## src/rtl/btg_pkg.sv

```systemverilog
package btg_pkg;
  typedef enum logic [2:0] {
    BR_NONE = 3'd0,
    BR_REL  = 3'd1,
    BR_PAGE = 3'd2,
    BR_LONG = 3'd3,
    BR_IND  = 3'd4
  } br_kind_e;
endpackage

```

## src/rtl/btg_rel_adder.sv

```systemverilog
module btg_rel_adder #(
  parameter int PC_W  = 16,
  parameter int OFF_W = 8
) (
  input  logic [PC_W-1:0]  base_i,
  input  logic [OFF_W-1:0] off_i,
  output logic [PC_W-1:0]  sum_o
);
  localparam int EXT_W = PC_W - OFF_W;
  logic [PC_W-1:0] off_ext;
  // two's-complement displacement widened to the address width
  assign off_ext = {{EXT_W{off_i[OFF_W-1]}}, off_i};
  assign sum_o   = base_i + off_ext;
endmodule

```

## src/rtl/btg_page_join.sv

```systemverilog
module btg_page_join #(
  parameter int PC_W   = 16,
  parameter int PAGE_W = 11
) (
  input  logic [PC_W-1:0]   base_i,
  input  logic [PAGE_W-1:0] low_i,
  output logic [PC_W-1:0]   addr_o
);
  localparam int HI_W = PC_W - PAGE_W;
  logic [HI_W-1:0] page_num;
  assign page_num = base_i[PC_W-1:PAGE_W];
  assign addr_o   = {page_num, low_i};
endmodule

```

## src/rtl/btg_ind_adder.sv

```systemverilog
module btg_ind_adder #(
  parameter int PC_W  = 16,
  parameter int ACC_W = 8
) (
  input  logic [PC_W-1:0]  ptr_i,
  input  logic [ACC_W-1:0] acc_i,
  output logic [PC_W-1:0]  sum_o
);
  localparam int PAD_W = PC_W - ACC_W;
  logic [PC_W-1:0] acc_ext;
  // accumulator is an unsigned index
  assign acc_ext = {{PAD_W{1'b0}}, acc_i};
  assign sum_o   = ptr_i + acc_ext;
endmodule

```

## src/rtl/branch_target_gen.sv

```systemverilog
module branch_target_gen #(
  parameter int PC_W    = 16,
  parameter int OFF_W   = 8,
  parameter int PAGE_W  = 11,
  parameter int ACC_W   = 8,
  parameter bit REG_OUT = 1'b1
) (
  input  logic              clk,
  input  logic              rst,
  input  logic [2:0]        br_kind_i,
  input  logic              cond_taken_i,
  input  logic [PC_W-1:0]   seq_pc_i,
  input  logic [OFF_W-1:0]  rel_off_i,
  input  logic [PAGE_W-1:0] page_addr_i,
  input  logic [PC_W-1:0]   long_addr_i,
  input  logic [ACC_W-1:0]  acc_i,
  input  logic [PC_W-1:0]   dptr_i,
  output logic [PC_W-1:0]   next_pc_o
);
  import btg_pkg::*;

  localparam int HI_W  = PC_W - PAGE_W;
  localparam int EXT_W = PC_W - OFF_W;
  localparam int PAD_W = PC_W - ACC_W;

  br_kind_e        kind;
  logic [PC_W-1:0] rel_tgt;
  logic [PC_W-1:0] page_tgt;
  logic [PC_W-1:0] ind_tgt;
  logic [PC_W-1:0] pc_nxt;

  assign kind = br_kind_e'(br_kind_i);

  btg_rel_adder #(.PC_W(PC_W), .OFF_W(OFF_W)) u_rel (
    .base_i (seq_pc_i),
    .off_i  (rel_off_i),
    .sum_o  (rel_tgt)
  );

  btg_page_join #(.PC_W(PC_W), .PAGE_W(PAGE_W)) u_page (
    .base_i (seq_pc_i),
    .low_i  (page_addr_i),
    .addr_o (page_tgt)
  );

  btg_ind_adder #(.PC_W(PC_W), .ACC_W(ACC_W)) u_ind (
    .ptr_i  (dptr_i),
    .acc_i  (acc_i),
    .sum_o  (ind_tgt)
  );

  // only relative branches are conditional
  always_comb begin
    unique case (kind)
      BR_REL:  pc_nxt = cond_taken_i ? rel_tgt : seq_pc_i;
      BR_PAGE: pc_nxt = page_tgt;
      BR_LONG: pc_nxt = long_addr_i;
      BR_IND:  pc_nxt = ind_tgt;
      default: pc_nxt = seq_pc_i;
    endcase
  end

  generate
    if (REG_OUT) begin : g_reg
      logic [PC_W-1:0] pc_q;
      always_ff @(posedge clk) begin
        if (rst) pc_q <= '0;
        else     pc_q <= pc_nxt;
      end
      assign next_pc_o = pc_q;

      assert_reset_clear_R1: assert property (@(posedge clk)
        rst |=> next_pc_o == '0);

      assert_rel_taken_R3: assert property (@(posedge clk) disable iff (rst)
        (br_kind_i == 3'd1 && cond_taken_i) |=>
          (PC_W'(next_pc_o - $past(seq_pc_i)) ==
           {{EXT_W{$past(rel_off_i[OFF_W-1])}}, $past(rel_off_i)}));

      assert_rel_fallthru_R4: assert property (@(posedge clk) disable iff (rst)
        (br_kind_i == 3'd1 && !cond_taken_i) |=> next_pc_o == $past(seq_pc_i));

      assert_page_keep_R5: assert property (@(posedge clk) disable iff (rst)
        (br_kind_i == 3'd2) |=>
          (next_pc_o[PC_W-1:PAGE_W] == $past(seq_pc_i[PC_W-1:PAGE_W]) &&
           next_pc_o[PAGE_W-1:0] == $past(page_addr_i)));

      assert_long_load_R6: assert property (@(posedge clk) disable iff (rst)
        (br_kind_i == 3'd3) |=> next_pc_o == $past(long_addr_i));

      assert_ind_sum_R7: assert property (@(posedge clk) disable iff (rst)
        (br_kind_i == 3'd4) |=>
          (PC_W'(next_pc_o - $past(dptr_i)) == {{PAD_W{1'b0}}, $past(acc_i)}));

      assert_no_branch_R8: assert property (@(posedge clk) disable iff (rst)
        (br_kind_i == 3'd0 || br_kind_i > 3'd4) |=> next_pc_o == $past(seq_pc_i));
    end else begin : g_comb
      assign next_pc_o = pc_nxt;
    end
  endgenerate

  initial begin
    assert_widths_R5: assert (PAGE_W < PC_W && OFF_W < PC_W && ACC_W < PC_W && HI_W > 0)
      else $error("address widths inconsistent");
  end
endmodule

```

## config.mk

```make
export PLATFORM = sky130hd
export DESIGN_NAME = branch_target_gen
export DESIGN_NICKNAME = d
export VERILOG_FILES = /design/src/rtl/btg_pkg.sv /design/src/rtl/btg_rel_adder.sv /design/src/rtl/btg_page_join.sv /design/src/rtl/btg_ind_adder.sv /design/src/rtl/branch_target_gen.sv
export SDC_FILE = /design/constraint.sdc
export NUM_CORES = 1
export LEC_CHECK = 0
export BUFFER_PORTS_ARGS = -buffer_cell sky130_fd_sc_hd__clkbuf_2
export CORE_MARGIN = 10
export CORE_UTILIZATION = 41
export DETAILED_ROUTE_END_ITERATION = 8
export GPL_TIMING_DRIVEN = 0
export PLACE_DENSITY = 0.7
export SLEW_MARGIN = 15
export SYNTH_ARGS = -nofsm -noshare
export SYNTH_HDL_FRONTEND = slang
export SYNTH_SLANG_ARGS = --single-unit
```

## constraint.sdc

```tcl
create_clock -name clk -period 5.4 [get_ports clk]
set_input_delay 0.54 -clock clk [delete_from_list [all_inputs] [get_ports clk]]
set_output_delay 0.54 -clock clk [all_outputs]
set_load 0.02 [all_outputs]
```

==> results.sh <==
export IMPL_hp_start="seq_pc_i[2]"
export IMPL_final_common_cell="clkbuf_2"
export IMPL_post_place_ws_ns=2.65
export IMPL_startpoint="seq_pc_i[0]"
export IMPL_coreArea_sq_um=5470
export IMPL_cp_slowest_cell="fa_1"
export IMPL_period_share=0.462
export IMPL_ys_ff_latch=16
export IMPL_status="finished, final reports clean"
export IMPL_grt_antenna_before_repair=0
export IMPL_hold_viol=0
export IMPL_grt_start_max_net_pins=11
export IMPL_postCtsHoldBufs=0
export IMPL_hold_path_class="in2reg"
export IMPL_fillCellCount=574
export IMPL_cts_tree="done"
export IMPL_start_util=0.421
export IMPL_final_max_slew_viol_count=0
export IMPL_grt_pass1_wl_um=13400
export IMPL_wire_per_inst_um=17.1
export IMPL_die_h_um=95.0
export IMPL_p_total_mw=0.502
export IMPL_seq_area_frac_synth=0.139
export IMPL_busiest_layer="met2"
export IMPL_cts_setup_buffers=0
export IMPL_grt_util_met1=0.218
export IMPL_ant_nets=0
export IMPL_n_antenna_cell=0
export IMPL_via_per_inst=5.80
export IMPL_synth_ff_type="dfxtp_1"
export IMPL_ir_drop_mv=0.0754
export IMPL_regArea_sq_um=320
export IMPL_tightest_slew_ns=0.786
export IMPL_rows=27
export IMPL_vias=2724
export IMPL_max_clock_freq_mhz=401
export IMPL_critical_path_required_ns=5.58
export IMPL_cts_buffers=3
export IMPL_place_area_sq_um=2870
export IMPL_drive_gt1_frac=0.304
export IMPL_largest_reg_flops=16
export IMPL_setup_viol=0
export IMPL_grt_pass1_vias=2849
export IMPL_htree_levels=1
export IMPL_async_reset_ff_frac=0
export IMPL_finalSetupTns_ns=0
export IMPL_grt_use_total=0.182
export IMPL_design_die_area_sq_um=9020
export IMPL_area_delta_synth_final_pct=26.9
export IMPL_cts_clk_slew_worst_paths_ns=0.07
export IMPL_worst_slack_ns=2.90
export IMPL_syn_nets=405
export IMPL_crit_fanout=3
export IMPL_met3_usage=0.0238
export IMPL_period_needed_ns=2.50
export IMPL_finalInstanceArea_sq_um=2930
export IMPL_root_buffer="clkbuf_8"
export IMPL_dp_hpwl_um=6760
export IMPL_synth_warnings=0
export IMPL_leakage_nw=1.33
export IMPL_drt_first_pass_iters=4
export IMPL_fp_dieW_um=95.0
export IMPL_final_cell_mix="95 x clkbuf_2, 27 x a21oi_1, 26 x nand2_1"
export IMPL_routed_wl_um=8010
export IMPL_port_buffers=95
export IMPL_synthesis_area_sq_um=2310
export IMPL_start_kind="input port"
export IMPL_cts_resized=0
export IMPL_grt_setup_unrepaired="false"
export IMPL_gp_congestion=0.865
export IMPL_drt_iter0_markers=179
export IMPL_drcViolationCount=0
export IMPL_synthCells=299
export IMPL_critPathMaxStageDelay_ns=0.42
export IMPL_clock_sinks=16
export IMPL_finalNetCount=505
export IMPL_cp_end_kind="register"
export IMPL_power_density_nw_per_um2=171
export IMPL_cp_cell_sequence="clkbuf_2, ha_1, fa_1, a21o_1, a221oi_2, o21bai_2, a31o_1, a2111o_1, o211ai_1"
export IMPL_path_class="in2reg"
export IMPL_clockBufferDepth=2
export IMPL_synth_distinct_cells=61
export IMPL_slew_limit_headroom=0.474
export IMPL_multiInputGateArea_sq_um=1910
export IMPL_syn_avg_cell_area_sq_um=7.71
export IMPL_grt_ovfl_total=0
export IMPL_pin_count=97
export IMPL_grt_util_met2=0.324
export IMPL_crit_arrival_ns=2.68
export IMPL_maxCapViolCount=0
export IMPL_synth_edf_count=0
==> layer usage <==
| layer | up-vias | wire length [um] |
|---|---|---|
| met3 | 8 | 484 |
| met5 | - | 0 |
| met1 | 1263 | 3330 |
| li1 | 1377 | - |
| met2 | 76 | 4060 |
| met4 | 0 | 136 |
==> through the flow <==
| stage | instances | util | hold WS, ns |
|---|---|---|---|
| 3_5_place_dp | 466 | 0.525 | 0.792 |
| 3_3_place_gp | 466 | 0.525 | 0.794 |
| 6_report | 470 | 0.535 | 0.513 |
| 4_1_cts | 470 | 0.535 | 0.510 |
| 2_1_floorplan | 299 | - | 0.680 |
| 5_1_grt | 470 | 0.535 | 0.530 |
==> cells in the mapped netlist, types with 2 or more instances <==
cell type | number | area [sq um]
nand4_1 | 3 | 18.8
a222oi_1 | 3 | 30.0
nand4b_1 | 2 | 17.5
nor2b_1 | 4 | 25.0
a22oi_1 | 9 | 67.6
o22ai_1 | 4 | 25.0
and2_1 | 2 | 12.5
o211ai_1 | 5 | 37.5
a211oi_1 | 6 | 45.0
ha_1 | 23 | 288
a22o_1 | 3 | 26.3
a21o_1 | 9 | 67.6
a21oi_1 | 27 | 135
a211o_1 | 2 | 17.5
nand3_1 | 8 | 40.0
o221ai_1 | 3 | 26.3
or2_2 | 2 | 12.5
and4_1 | 2 | 17.5
a31oi_1 | 3 | 18.8
o21ai_0 | 12 | 60.1
xnor2_1 | 8 | 70.1
or3_1 | 4 | 25.0
clkbuf_1 | 6 | 22.5
nand3b_1 | 3 | 22.5
o2111ai_1 | 2 | 17.5
nor3_1 | 6 | 30.0
nor4b_1 | 3 | 26.3
buf_2 | 4 | 20.0
a31o_1 | 2 | 17.5
o31ai_1 | 3 | 22.5
dfxtp_1 | 16 | 320
fa_1 | 2 | 40.0
and3_1 | 8 | 50.1
xor2_1 | 7 | 61.3
a221oi_1 | 2 | 17.5
nand2_1 | 26 | 97.6
mux2_2 | 8 | 90.1
o21a_1 | 5 | 37.5
a221oi_2 | 2 | 30.0
nor2_1 | 23 | 86.3
inv_1 | 7 | 26.3
==> cell families (layout without fill, tap and decap cells) <==
kind of cell | after synthesis | after routing | share of synthesized area
XOR/XNOR | 15 | 15 | 0.0570
buffers and inverters | 18 | 117 | 0.0315
adder cells (fa/ha/maj) | 25 | 25 | 0.142
AND/OR/NAND/NOR | 102 | 102 | 0.233
multiplexers | 9 | 9 | 0.0434
flip-flops | 16 | 16 | 0.139
AO/OA/AOI/OAI | 114 | 114 | 0.354
==> worst paths after layout <==
check	to	cells after the start
min	next_pc_o[2]	3
max	next_pc_o[12]	9
==> power by group <==
group	switching, mW	total (mW)	internal (mW)
clock network	0.0504	0.115	0.0650
registers	0.00273	0.131	0.129
logic	0.145	0.255	0.110
==> worst max-delay path, delay by kind of cell <==
kind / cells / cell delay [ns]
AO/OA/AOI/OAI: 6 / 1.39
adder cells (fa/ha/maj): 2 / 0.64
buffers and inverters: 1 / 0.09
==> area by class of cell <==
class	count	share of cell area
Multi-Input combinational cell	265	0.654
Timing Repair Buffer	95	0.162
Sequential cell	16	0.109
Buffer	11	0.0158
Tap cell	72	0.0308
Inverter	7	0.00898
Clock buffer	4	0.0188
Note: power is estimated with default switching activity, not from simulation.
